$ cat config.mk
export PLATFORM = sky130hd
export DESIGN_NAME = spi_baud_gen
export DESIGN_NICKNAME = d
export VERILOG_FILES = /design/src/rtl/spi_baud_pkg.sv /design/src/rtl/spi_rst_sync.sv /design/src/rtl/spi_div_calc.sv /design/src/rtl/spi_phase_ctr.sv /design/src/rtl/spi_baud_gen.sv
export SDC_FILE = /design/constraint.sdc
export NUM_CORES = 1
export LEC_CHECK = 0
export BUFFER_PORTS_ARGS = -buffer_cell sky130_fd_sc_hd__buf_2
export CORE_MARGIN = 5
export CORE_UTILIZATION = 53
export CTS_BUF_LIST = sky130_fd_sc_hd__clkbuf_2 sky130_fd_sc_hd__clkbuf_4 sky130_fd_sc_hd__clkbuf_8
export DETAILED_ROUTE_END_ITERATION = 10
export PLACE_DENSITY = 0.73
export SLEW_MARGIN = 10
export SYNTH_ARGS = -nofsm -noshare
export SYNTH_HDL_FRONTEND = slang
export SYNTH_SLANG_ARGS = --single-unit
export TNS_END_PERCENT = 20
$ cat constraint.sdc
create_clock -name clk_i -period 2.5 [get_ports clk_i]
set_input_delay 0.125 -clock clk_i [delete_from_list [all_inputs] [get_ports clk_i]]
set_output_delay 0.125 -clock clk_i [all_outputs]
set_load 0.01 [all_outputs]
$ cat src/rtl/spi_baud_pkg.sv
package spi_baud_pkg;
  // Which half of a bit period is running.
  typedef enum logic {
    HALF_LEAD  = 1'b0,
    HALF_TRAIL = 1'b1
  } half_e;
endpackage

$ cat src/rtl/spi_rst_sync.sv
module spi_rst_sync (
  input  logic clk_i,
  input  logic rst_ni,
  output logic rst_no
);
  logic [1:0] sync_q;

  always_ff @(posedge clk_i or negedge rst_ni) begin
    if (!rst_ni) sync_q <= 2'b00;
    else         sync_q <= {sync_q[0], 1'b1};
  end

  assign rst_no = sync_q[1];
endmodule

$ cat src/rtl/spi_div_calc.sv
module spi_div_calc #(
  parameter int BAUD_W = 7
) (
  input  logic [BAUD_W-1:0] baud_i,
  output logic [BAUD_W-1:0] short_o,
  output logic [BAUD_W-1:0] long_o
);
  localparam int DIV_W = BAUD_W + 1;

  logic [DIV_W-1:0] div;
  logic [DIV_W-1:0] rem;

  always_comb begin
    if (baud_i < BAUD_W'(3)) div = DIV_W'(4);
    else                     div = {1'b0, baud_i} + DIV_W'(1);
    rem = div - {1'b0, div[DIV_W-1:1]};
  end

  assign short_o = div[DIV_W-1:1];
  assign long_o  = rem[BAUD_W-1:0];
endmodule

$ cat src/rtl/spi_phase_ctr.sv
module spi_phase_ctr
  import spi_baud_pkg::*;
#(
  parameter int HALF_W = 7,
  parameter int BITS_W = 4
) (
  input  logic              clk_i,
  input  logic              rst_ni,
  input  logic              go_i,
  input  logic [HALF_W-1:0] len0_i,
  input  logic [HALF_W-1:0] len1_i,
  input  logic [BITS_W-1:0] last_bit_i,
  output logic              busy_o,
  output half_e             half_o,
  output logic              first_o,
  output logic              done_o
);
  logic              busy_q, busy_d;
  half_e             half_q, half_d;
  logic [HALF_W-1:0] cnt_q, cnt_d;
  logic [BITS_W-1:0] bit_q, bit_d;
  logic              done_q, done_d;
  logic [HALF_W-1:0] cur_len;

  always_comb begin
    busy_d  = busy_q;
    half_d  = half_q;
    cnt_d   = cnt_q;
    bit_d   = bit_q;
    done_d  = 1'b0;
    cur_len = (half_q == HALF_LEAD) ? len0_i : len1_i;
    if (!busy_q) begin
      if (go_i) begin
        busy_d = 1'b1;
        half_d = HALF_LEAD;
        cnt_d  = '0;
        bit_d  = '0;
      end
    end else if (cnt_q == cur_len - HALF_W'(1)) begin
      cnt_d = '0;
      if (half_q == HALF_LEAD) begin
        half_d = HALF_TRAIL;
      end else begin
        half_d = HALF_LEAD;
        if (bit_q == last_bit_i) begin
          busy_d = 1'b0;
          done_d = 1'b1;
        end else begin
          bit_d = bit_q + BITS_W'(1);
        end
      end
    end else begin
      cnt_d = cnt_q + HALF_W'(1);
    end
  end

  always_ff @(posedge clk_i or negedge rst_ni) begin
    if (!rst_ni) begin
      busy_q <= 1'b0;
      half_q <= HALF_LEAD;
      cnt_q  <= '0;
      bit_q  <= '0;
      done_q <= 1'b0;
    end else begin
      busy_q <= busy_d;
      half_q <= half_d;
      cnt_q  <= cnt_d;
      bit_q  <= bit_d;
      done_q <= done_d;
    end
  end

  assign busy_o  = busy_q;
  assign half_o  = half_q;
  assign first_o = (cnt_q == '0);
  assign done_o  = done_q;
endmodule

$ cat src/rtl/spi_baud_gen.sv
module spi_baud_gen
  import spi_baud_pkg::*;
#(
  parameter int BAUD_W = 7,
  parameter int BITS_W = 4
) (
  input  logic              clk_i,
  input  logic              rst_ni,
  input  logic              start_i,
  input  logic [BAUD_W-1:0] baud_i,
  input  logic              cpol_i,
  input  logic              cpha_i,
  input  logic [BITS_W-1:0] nbits_i,
  output logic              sclk_o,
  output logic              launch_o,
  output logic              sample_o,
  output logic              done_o
);
  localparam int HALF_W = BAUD_W;

  logic              rst_n;
  logic              busy, first, load;
  half_e             half;
  logic [BAUD_W-1:0] baud_q;
  logic              cpol_q, cpha_q;
  logic [BITS_W-1:0] nbits_q;
  logic [HALF_W-1:0] len_short, len_long, len0, len1;

  spi_rst_sync u_rst (
    .clk_i  (clk_i),
    .rst_ni (rst_ni),
    .rst_no (rst_n)
  );

  // Settings are captured only when a transfer is accepted.
  assign load = start_i & ~busy;

  always_ff @(posedge clk_i or negedge rst_n) begin
    if (!rst_n) begin
      baud_q  <= '0;
      cpol_q  <= 1'b0;
      cpha_q  <= 1'b0;
      nbits_q <= '0;
    end else if (load) begin
      baud_q  <= baud_i;
      cpol_q  <= cpol_i;
      cpha_q  <= cpha_i;
      nbits_q <= nbits_i;
    end
  end

  spi_div_calc #(.BAUD_W(BAUD_W)) u_div (
    .baud_i  (baud_q),
    .short_o (len_short),
    .long_o  (len_long)
  );

  // The non-idle level always gets the short half.
  assign len0 = cpha_q ? len_short : len_long;
  assign len1 = cpha_q ? len_long  : len_short;

  spi_phase_ctr #(.HALF_W(HALF_W), .BITS_W(BITS_W)) u_ctr (
    .clk_i      (clk_i),
    .rst_ni     (rst_n),
    .go_i       (start_i),
    .len0_i     (len0),
    .len1_i     (len1),
    .last_bit_i (nbits_q),
    .busy_o     (busy),
    .half_o     (half),
    .first_o    (first),
    .done_o     (done_o)
  );

  always_comb begin
    if (busy) sclk_o = cpol_q ^ ((half == HALF_LEAD) ? cpha_q : ~cpha_q);
    else      sclk_o = cpol_i;
  end

  assign launch_o = busy & (half == HALF_LEAD)  & first;
  assign sample_o = busy & (half == HALF_TRAIL) & first;
endmodule

==> results by group, run 1 <==
Placed design
  – Gpl congestion: 0.842
  – PortBufs: 19
  – Pre-CTS setup slack: -1.57 ns
  – DPL Wire Length: 4520 um
  – DP Area: 2970 um2
  – Placed Instances: 378

Cells and area
  – Ant. Diodes: 0
  – Fin util: 0.751
  – Area Growth Syn to Fin: 37.9%
  – Finished Cell Area: 3250 um2
  – Filler cell count: 316
  – Non-Filler Instances: 395
  – FF/Latch Area: 726 um2
  – Layout cell share with drive strength beyond 1: 0.414
  – # nets final: 369
  – Multi-input gate area: 1680 um2

Synthesis
  – EDFF count, synth: 0
  – Synth unique cells: 54
  – Fraction of registers with async set or reset after synthesis: 1.00
  – Syn_nets: 284
  – YS warnings: 0
  – Post-synthesis cell count: 258
  – Mapped Avg Cell Area: 9.13 um2
  – Sequential-to-total area share from yosys stat: 0.308
  – Synth Cell Area: 2350 um2
  – Yosys reg bits: 29
  – Main synth FF type: dfrtp_1

Route
  – Pre-Repair DR Iteration Count: 4
  – DR DRC count: 0
  – Vias per cell: 5.70
  – Final ANT Viol Nets: 0
  – Drt initial violations: 82
  – Avg WL per Cell: 15.1 um
  – WL final: 5970 um
  – Via count: 2253

Timing
  – Final clock skew: 0.00918 ns
  – Final Cycle Share: 1.62
  – Worst Tran Pin Value: 0.651 ns
  – Slew HR: 0.562
  – RSZ-0062 raised after global routing: true
  – # setup viols final: 14
  – Final hold violations: 0
  – F_max: 247 MHz
  – Min Clock Period, post-route: 4.04 ns
  – Fin. max-slew vios: 0
  – Worst Slack Setup Final: -1.54 ns

Pwr
  – Logic gate share of total power: 0.655
  – NetSw: 1.36 mW
  – Pwr Total: 3.26 mW
  – Max VDD drop: 564 uV
  – Leakage power: 1.43 nW
  – Share of power burned in registers: 0.225
  – Sw frac: 0.418
  – Int Power: 1.90 mW
  – Clock power share: 0.120
  – Cell Pwr Density: 1000 nW/um2

Floorplan
  – # IOs: 20
  – Die H: 76.7 um
  – DIE WIDTH: 76.7 um
  – Core box area: 4320 um2
  – Die area: 5880 um2
  – # rows: 24
  – Initial Utilization: 0.545

Clock network
  – Clock-pin slew on the worst setup and hold paths: 0.06 ns
  – CTS max path bufs: 2
  – Clock root cell: clkbuf_8
  – H-tree Lvls: 2
  – Clk_lat worst skew: 0.28 ns
  – TritonCTS buffer count: 5
  – Clock Sinks: 29
  – CTS tree: yes

Worst setup path
  – CP Class: flip-flop to flip-flop
  – Critical Path Source Type: flip-flop
  – CP arrival: 4.25 ns
  – Critical path's largest stage delay: 0.42 ns
  – Crit Path Max Fanout: 5
  – CP max-delay cell: dfrtp_1
  – Critical Path, Cell by Cell: a211o_4, nor4_4, buf_4, nor2b_4, ha_4, inv_2, ha_4, o21bai_1, mux2i_2, buf_4, a2111oi_4, o2111a_1, nor4_2, o2111ai_2, a211o_1, a31oi_4, o211ai_2, or3_1, a21oi_1
  – CP endpoint kind: flip-flop
  – CP required: 2.71 ns

Run
  – Max cap viols: 0

Worst hold path
  – Hold WC Path Type: primary input to flip-flop

GRT
  – First-pass GRT wire length: 10100 um
  – Vias in the first global route: 2287
  – Overall Global Routing Usage: 0.210
  – GR Overflow Total: 0
  – Initial antenna violation count: 0
  – Largest net degree at the start of global routing: 28

Run status
  – Failing checks: negative setup slack
  – Status: finished with violations
==> cells in the mapped netlist, types with 7 or more instances <==
library cell,n,area [um2]
nor2_1,21,78.8
nand3_1,17,85.1
xnor2_1,19,166
ha_1,10,125
inv_1,15,56.3
clkbuf_1,8,30.0
mux2_2,14,158
nand2_1,16,60.1
dfrtp_1,29,726
o21ai_0,9,45.0
mux2i_1,8,80.1
a21oi_1,7,35.0
==> critical path: cells and delay by family, from the launching register on <==
| family | cells | cell delay (ns) |
|---|---|---|
| AOI/OAI and AO/OA | 9 | 1.76 |
| adders and majority gates | 2 | 0.30 |
| buffers and inverters | 3 | 0.39 |
| DFF | 1 | 0.42 |
| muxes | 1 | 0.22 |
| and+or+nand+nor | 4 | 0.87 |
==> final timing paths <==
kind | depth (start not counted) | to | startpoint | slack, ns
worst max-delay path | 19 | u_ctr.bit_q[3] | baud_q[0] | -1.54
worst min-delay path | 2 | baud_q[2] | baud_i[2] | 0.07
worst max register to register | 19 | u_ctr.bit_q[3] | baud_q[0] | -1.54
worst min register to register | 1 | u_ctr.bit_q[2] | u_rst.sync_q[1] | 0.23
max in group asynchronous | 1 | u_ctr.cnt_q[5] | u_rst.sync_q[1] | 2.01
min in group asynchronous | 2 | u_rst.sync_q[1] | rst_ni | 0.16
==> registers in the layout, indices dropped and copies added (netlist names) <==
signal,count
baud_q,7
u_ctr.half_o,1
u_rst.sync_q,2
nbits_q,4
u_ctr.done_o,1
u_ctr.cnt_q,7
u_ctr.busy_o,1
cpol_q,1
u_ctr.bit_q,4
cpha_q,1
==> final cells by class <==
cell class | instances | area share
clock buffer | 6 | 0.0254
multi-input combinational | 202 | 0.517
clock inverter | 1 | 0.00231
sequential | 29 | 0.224
timing repair buffer | 90 | 0.194
inverter | 15 | 0.0173
tap | 52 | 0.0200
==> layer usage <==
layer	share of wire	vias to the layer above	GRT usage	routed length (um)
met3	0.043	14	0.0328	254
li1	-	1107	-	-
met2	0.51	56	0.363	3070
met5	0	-	0	0
met1	0.42	1076	0.252	2490
met4	0.025	0	0.103	150
==> metrics by stage <==
step | hold slack (ns) | TNS (ns)
2_1_floorplan | -0.171 | -18.52
3_3_place_gp | -0.0900 | -18.50
3_5_place_dp | -0.0798 | -20.65
4_1_cts | 0.0639 | -19.54
5_1_grt | 0.0721 | -23.14
6_report | 0.0693 | -19.68
==> power groups by stage <==
stage / registers [mW] / logic, mW / clock network, mW
final: 0.733 / 2.14 / 0.391
after global routing: 0.751 / 2.33 / 0.418
after CTS: 0.730 / 2.05 / 0.398
after detailed placement: 0.736 / 1.92 / 0
after global placement: 0.732 / 1.86 / 0
after floorplan: 0.691 / 1.29 / 0
==> timing repair <==
action,in CTS,in global routing
endpoints found under the setup margin,14,14
gates resized for setup,16,8
pin swaps,16,12
hold buffers,1,0
buffers inserted,5,4
endpoints found under the hold margin,2,0
==> placed cells by master, fill, tap and decap left out, types with 4 or more instances in the layout <==
| cell | count |
|---|---|
| o21ai_0 | 5 |
| o211ai_1 | 6 |
| nand4_1 | 4 |
| a21oi_1 | 5 |
| nand3_1 | 16 |
| clkbuf_8 | 6 |
| inv_1 | 14 |
| a31oi_1 | 5 |
| buf_4 | 70 |
| mux2_2 | 14 |
| ha_1 | 8 |
| dfrtp_1 | 29 |
| mux2i_1 | 6 |
| xor2_1 | 4 |
| nand2_1 | 15 |
| nor2b_1 | 4 |
| or3_1 | 5 |
| nor4_1 | 4 |
| nor2_1 | 19 |
| buf_2 | 19 |
| xnor2_1 | 18 |
==> cell families (layout without fill, tap and decap cells) <==
group           count (synthesis)  after routing  synth area share
compound gates                 52             52             0.179
xor+xnor                       26             26             0.106
fa+ha+maj                      10             10            0.0531
buf+inv                        27            112            0.0473
flops                          29             29             0.308
mux                            22             22             0.101
other cells                     1              1           0.00159
simple gates                   91             91             0.204
Note: power is estimated with default switching activity, not from simulation.
==> run 2: changes to the inputs <==
--- a/config.mk
+++ b/config.mk
@@ -14,5 +14,6 @@
 export SLEW_MARGIN = 10
 export SYNTH_ARGS = -nofsm -noshare
 export SYNTH_HDL_FRONTEND = slang
+export SYNTH_HIERARCHICAL = 1
 export SYNTH_SLANG_ARGS = --single-unit
 export TNS_END_PERCENT = 20
==> results by group, run 2 <==
Route
  – Via count: 2341
  – WL final: 6730 um
  – Avg WL per Cell: 17.6 um
  – Drt initial violations: 195
  – DR DRC count: 0
  – Final ANT Viol Nets: 0
  – Pre-Repair DR Iteration Count: 4
  – Vias per cell: 6.13

Run status
  – Status: finished with violations
  – Failing checks: negative setup slack

Synthesis
  – YS warnings: 6
  – Top post-synthesis cells by count: 29 x dfrtp_1, 27 x mux2_2, 16 x inv_1, 16 x nand2_1
  – EDFF count, synth: 0
  – Fraction of registers with async set or reset after synthesis: 1.00
  – Area leader, netlist: dfrtp_1
  – Sequential-to-total area share from yosys stat: 0.289
  – Synth unique cells: 67
  – Main synth FF type: dfrtp_1
  – Top cells by area, synth: dfrtp_1 29%, mux2_2 12%, ha_1 5.5%
  – Yosys reg bits: 29
  – Synth Cell Area: 2510 um2
  – Top-count cell post-synth: dfrtp_1
  – Post-synthesis cell count: 259
  – Mapped Avg Cell Area: 9.70 um2
  – Post-synth top area share: 0.289
  – Syn_nets: 287

Timing
  – RSZ-0062 raised after global routing: true
  – Worst Tran Pin Value: 0.706 ns
  – Fin. max-slew vios: 0
  – Final clock skew: 0.00599 ns
  – Min Clock Period, post-route: 4.16 ns
  – Final hold violations: 0
  – Final Cycle Share: 1.67
  – F_max: 240 MHz
  – Worst Slack Setup Final: -1.66 ns
  – Slew HR: 0.527
  – # setup viols final: 14

Clock network
  – CTS tree: yes
  – Clk_lat worst skew: 0.28 ns
  – CTS max path bufs: 2
  – H-tree Lvls: 2
  – Clock root cell: clkbuf_8
  – Clock Sinks: 29
  – TritonCTS buffer count: 5
  – Clock-pin slew on the worst setup and hold paths: 0.06 ns

Run
  – Max cap viols: 0

Floorplan
  – Die H: 78.9 um
  – Core box area: 4660 um2
  – DIE WIDTH: 78.9 um
  – # rows: 25
  – # IOs: 20
  – Die area: 6220 um2
  – Initial Utilization: 0.539

Placed design
  – PortBufs: 19
  – DPL Wire Length: 4770 um
  – DP Area: 3030 um2
  – Gpl congestion: 0.897

Worst setup path
  – R2r setup slk: -1.66 ns
  – CP Class: flip-flop to flip-flop
  – Length in cells of the worst reg-to-reg path: 15
  – CP required: 2.65 ns
  – CP startpoint: baud_q[6]
  – Critical Path Source Type: flip-flop
  – CP arrival: 4.32 ns
  – CP endpoint kind: flip-flop
  – Worst r2r src: baud_q[6]
  – Crit Path Max Fanout: 4

Cells and area
  – Biggest regs: baud_q (7), u_ctr/cnt_q (7)
  – Ant. Diodes: 0
  – Most common cell after layout, fill and taps aside: buf_4
  – # nets final: 355
  – Layout cell share with drive strength beyond 1: 0.466
  – Area Growth Syn to Fin: 33.4%
  – Filler cell count: 327
  – Most frequent cells in the layout: 48 x buf_4, 29 x dfrtp_1, 23 x mux2_2
  – Finished Cell Area: 3350 um2

GRT
  – Initial antenna violation count: 0
  – GR Overflow Total: 0
  – Overall Global Routing Usage: 0.216
  – Vias in the first global route: 2301
  – Largest net degree at the start of global routing: 24
  – First-pass GRT wire length: 10600 um

Worst hold path
  – Hold WC Path Type: flip-flop to asynchronous set/reset pin
## run 2: cell count changes in the layout (fill, tap and decap cells not counted), sizes merged, moves of 6 or more
cell / previous run / this run
buf: 89 / 70
mux2: 14 / 28
nor2: 21 / 9
xnor2: 20 / 9
and3: 2 / 10
o21ai: 11 / 4
o311ai: 0 / 6
## run 2: cells by family (layout without fill, tap and decap cells)
group	count (synthesis)	in the layout	synth area share
other cells	1	1	0.00149
mux	34	34	0.151
flops	29	29	0.289
buf+inv	26	95	0.0483
simple gates	85	85	0.199
xor+xnor	20	20	0.0757
fa+ha+maj	12	12	0.0627
compound gates	52	52	0.173
## run 2: per-layer routing
| layer | track usage | routed length [um] |
|---|---|---|
| met2 | 0.365 | 3390 |
| met1 | 0.277 | 2860 |
| met4 | 0.0704 | 144 |
| met3 | 0.0442 | 342 |
| met5 | 0 | 0 |
## run 2: worst paths after layout
path                                   to
min in group clk_i              baud_q[3]
setup / recovery             u_ctr/half_o
max in group asynchronous  u_ctr/bit_q[3]
hold reg to reg                 baud_q[0]
setup reg to reg             u_ctr/half_o
hold / removal                  baud_q[0]
## run 2: timing repair
| item | 4_1_cts | 5_1_grt |
|---|---|---|
| hold buffers | 1 | 0 |
| cloned | 0 | 0 |
| endpoints found under the setup margin | 14 | 14 |
| pin swaps | 9 | 18 |
| resized for setup | 14 | 26 |
| setup buffers | 2 | 2 |
| hold endpoints to repair | 2 | 0 |
## run 2: through the flow
stage	util	setup slack, ns	hold slack [ns]	instances	setup TNS [ns]
6_report	0.719	-1.66	0.0733	382	-22.56
5_1_grt	0.719	-1.80	0.0691	382	-24.25
4_1_cts	0.691	-1.61	0.0648	380	-21.77
3_5_place_dp	0.649	-1.77	-0.0880	369	-24.03
3_3_place_gp	0.649	-1.68	-0.0902	369	-22.88
2_1_floorplan	-	-1.54	-0.171	259	-21.21
## run 2: cell type report
cell class	count	area, um2	share of cell area
Timing Repair Buffer	71	517	0.154
Clock inverter	2	10.0	0.00299
Multi-Input combinational cell	204	1900	0.566
Clock buffer	6	76.3	0.0228
Sequential cell	29	726	0.216
Tap cell	54	67.6	0.0202
Inverter	16	60.1	0.0179
## run 2: worst max-delay path, cell delays in order, from the launching register on
cell	delay, ns
dfrtp_1	0.37
or4_4	0.53
o21bai_1	0.18
ha_2	0.21
inv_2	0.04
fa_2	0.41
a21o_1	0.20
a21oi_2	0.14
xnor2_1	0.11
mux2_4	0.29
nor3b_4	0.23
nor2_2	0.07
or4_4	0.58
and3_4	0.24
o31ai_4	0.29
a31oi_1	0.13
Power of run 2 is not shown: default switching activity piles up to over one toggle a cycle in this logic, so the estimate is an artifact.
==> run 3: changes to the inputs <==
--- a/config.mk
+++ b/config.mk
@@ -5,6 +5,7 @@
 export SDC_FILE = /design/constraint.sdc
 export NUM_CORES = 1
 export LEC_CHECK = 0
+export ABC_AREA = 1
 export BUFFER_PORTS_ARGS = -buffer_cell sky130_fd_sc_hd__buf_2
 export CORE_MARGIN = 5
 export CORE_UTILIZATION = 53
==> results by group, run 3 <==
Run status
  – Status: finished with violations
  – Failing checks: negative setup slack

Route
  – Pre-Repair DR Iteration Count: 4
  – Drt initial violations: 116
  – Final ANT Viol Nets: 0
  – WL final: 6110 um
  – DR DRC count: 0
  – Vias per cell: 5.09
  – Via count: 2600
  – Avg WL per Cell: 12.0 um

Placed design
  – Placed Instances: 491
  – PortBufs: 19
  – Gpl congestion: 0.812
  – DPL Wire Length: 4390 um

Worst setup path
  – CP required: 2.67 ns
  – Worst path top cell family by delay: simple AND/OR/NAND/NOR gates
  – CP max-delay cell: fa_2
  – Crit Path Max Fanout: 5
  – CP endpoint kind: flip-flop
  – Crit path buf inv count: 5
  – Critical path's largest stage delay: 0.56 ns
  – Critical Path, Cell by Cell: nor3_2, nand3_1, inv_2, or2_4, ha_4, inv_4, fa_2, inv_2, o21ai_2, inv_1, nand2_2, nand2_2, ha_4, xor2_1, nand3_1, nor2_1, nand2_1, nor2_2, nand2_2, nand2_4, buf_12, nand2_4, nand2_2, o21ai_2
  – CP arrival: 3.53 ns
  – Critical Path Source Type: flip-flop
  – CP Class: flip-flop to flip-flop
  – Most frequent cell on the critical path: nand2_2

Cells and area
  – Layout cell share with drive strength beyond 1: 0.304
  – Ant. Diodes: 0
  – Non-Filler Instances: 511
  – Filler cell count: 364
  – Most frequent cells in the layout: 120 x nand2_1, 54 x inv_1, 47 x buf_4
  – FF/Latch Area: 726 um2
  – Most common cell after layout, fill and taps aside: nand2_1
  – # nets final: 484
  – Area Growth Syn to Fin: 31.8%
  – Multi-input gate area: 1660 um2
  – Biggest regs: baud_q (7), u_ctr/cnt_q (7)

Timing
  – Final clock skew: 0.00829 ns
  – # setup viols final: 14
  – Worst Slack Setup Final: -0.858 ns
  – RSZ-0062 raised after global routing: true
  – Final hold violations: 0
  – Worst Tran Pin Value: 0.573 ns
  – Fin. max-slew vios: 0
  – Final Cycle Share: 1.34
  – F_max: 298 MHz
  – Min Clock Period, post-route: 3.36 ns
  – Slew HR: 0.614

Synthesis
  – Sequential-to-total area share from yosys stat: 0.287
  – YS warnings: 6
  – Top-count cell post-synth: nand2_1
  – Syn_nets: 419
  – Synth unique cells: 33
  – Post-synth top area share: 0.287
  – Main synth FF type: dfrtp_1
  – EDFF count, synth: 0
  – Top cells by area, synth: dfrtp_1 29%, nand2_1 19%, inv_1 8.9%
  – Yosys reg bits: 29
  – Area leader, netlist: dfrtp_1
  – Post-synthesis cell count: 391
  – Fraction of registers with async set or reset after synthesis: 1.00
  – Top post-synthesis cells by count: 130 x nand2_1, 60 x inv_1, 40 x nand3_1
  – Synth Cell Area: 2520 um2
  – Mapped Avg Cell Area: 6.46 um2

Clock network
  – Clock root cell: clkbuf_8
  – TritonCTS buffer count: 5
  – H-tree Lvls: 2
  – CTS tree: yes
  – Clock Sinks: 29
  – CTS max path bufs: 2
  – Clk_lat worst skew: 0.28 ns
  – Clock-pin slew on the worst setup and hold paths: 0.06 ns

GRT
  – First-pass GRT wire length: 10700 um
  – Vias in the first global route: 2508
  – Largest net degree at the start of global routing: 22
  – GR Overflow Total: 0
  – Overall Global Routing Usage: 0.212
  – Initial antenna violation count: 0

Floorplan
  – # rows: 25
  – Die area: 6240 um2
  – DIE WIDTH: 79.0 um
  – Initial Utilization: 0.542
  – Die H: 79.0 um
  – Core box area: 4660 um2
  – # IOs: 20

Worst hold path
  – Hold WC Path Type: primary input to flip-flop

Run
  – Max cap viols: 0
run 3: worst min-delay path, cell delays in order:
cell and delay (ns):
buf_2 0.08, nand3_1 0.06, nand2_1 0.06
run 3: metal layers:
layer / global-route usage / vias up / part of all wire / wire, um
met3: 0.0295 / 14 / 0.030 / 183
met4: 0.0773 / 0 / 0.024 / 149
met5: 0 / - / 0 / 0
met2: 0.366 / 53 / 0.50 / 3030
met1: 0.269 / 1180 / 0.45 / 2740
li1: - / 1353 / - / -
run 3: cell families after synthesis:
group	count (synthesis)	share of synthesized area
DFF	29	0.287
adders and majority gates	12	0.0624
buffers and inverters	76	0.129
other	1	0.00149
xor gates and xnor gates	14	0.0486
AOI/OAI and AO/OA	37	0.0847
and+or+nand+nor	222	0.386
run 3: worst paths after layout:
path / endpoint / depth (start not counted) / start / slack (ns)
min in group asynchronous: u_ctr/busy_o / 0 / u_rst/sync_q[1] / 0.10
max in group asynchronous: nbits_q[2] / 1 / u_rst/sync_q[1] / 1.83
min: baud_q[3] / 3 / baud_i[3] / 0.08
max reg2reg: u_ctr/half_o / 24 / baud_q[3] / -0.86
max: u_ctr/half_o / 24 / baud_q[3] / -0.86
min reg2reg: u_ctr/busy_o / 0 / u_rst/sync_q[1] / 0.10
run 3: what timing repair did:
action / 4_1_cts / 5_1_grt
setup buffers: 6 / 4
hold buffers: 1 / 0
resized for setup: 11 / 32
setup endpoints to repair: 14 / 14
hold endpoints to repair: 2 / 0
pin swaps: 5 / 22
cloned: 0 / 1
run 3: through the flow:
step	util	hold slack, ns	instance area, um2	setup slack (ns)	TNS [ns]
final	0.714	0.0775	3330	-0.858	-11.23
after global routing	0.714	0.0897	3330	-1.10	-14.46
after CTS	0.679	0.0757	3160	-0.813	-10.49
after detailed placement	0.633	-0.0840	2950	-0.942	-12.15
after global placement	0.633	-0.0897	2950	-0.886	-11.58
after floorplan	-	-0.171	2570	-0.613	-7.21
run 3: final cells by class:
cell class / instances / area share
multi-input combinational: 286 / 0.500
sequential: 29 / 0.218
timing repair buffer: 69 / 0.151
inverter: 65 / 0.0741
clock buffer: 7 / 0.0271
tap: 54 / 0.0203
clock inverter: 1 / 0.00903
Power of run 3 is left out for the same reason.
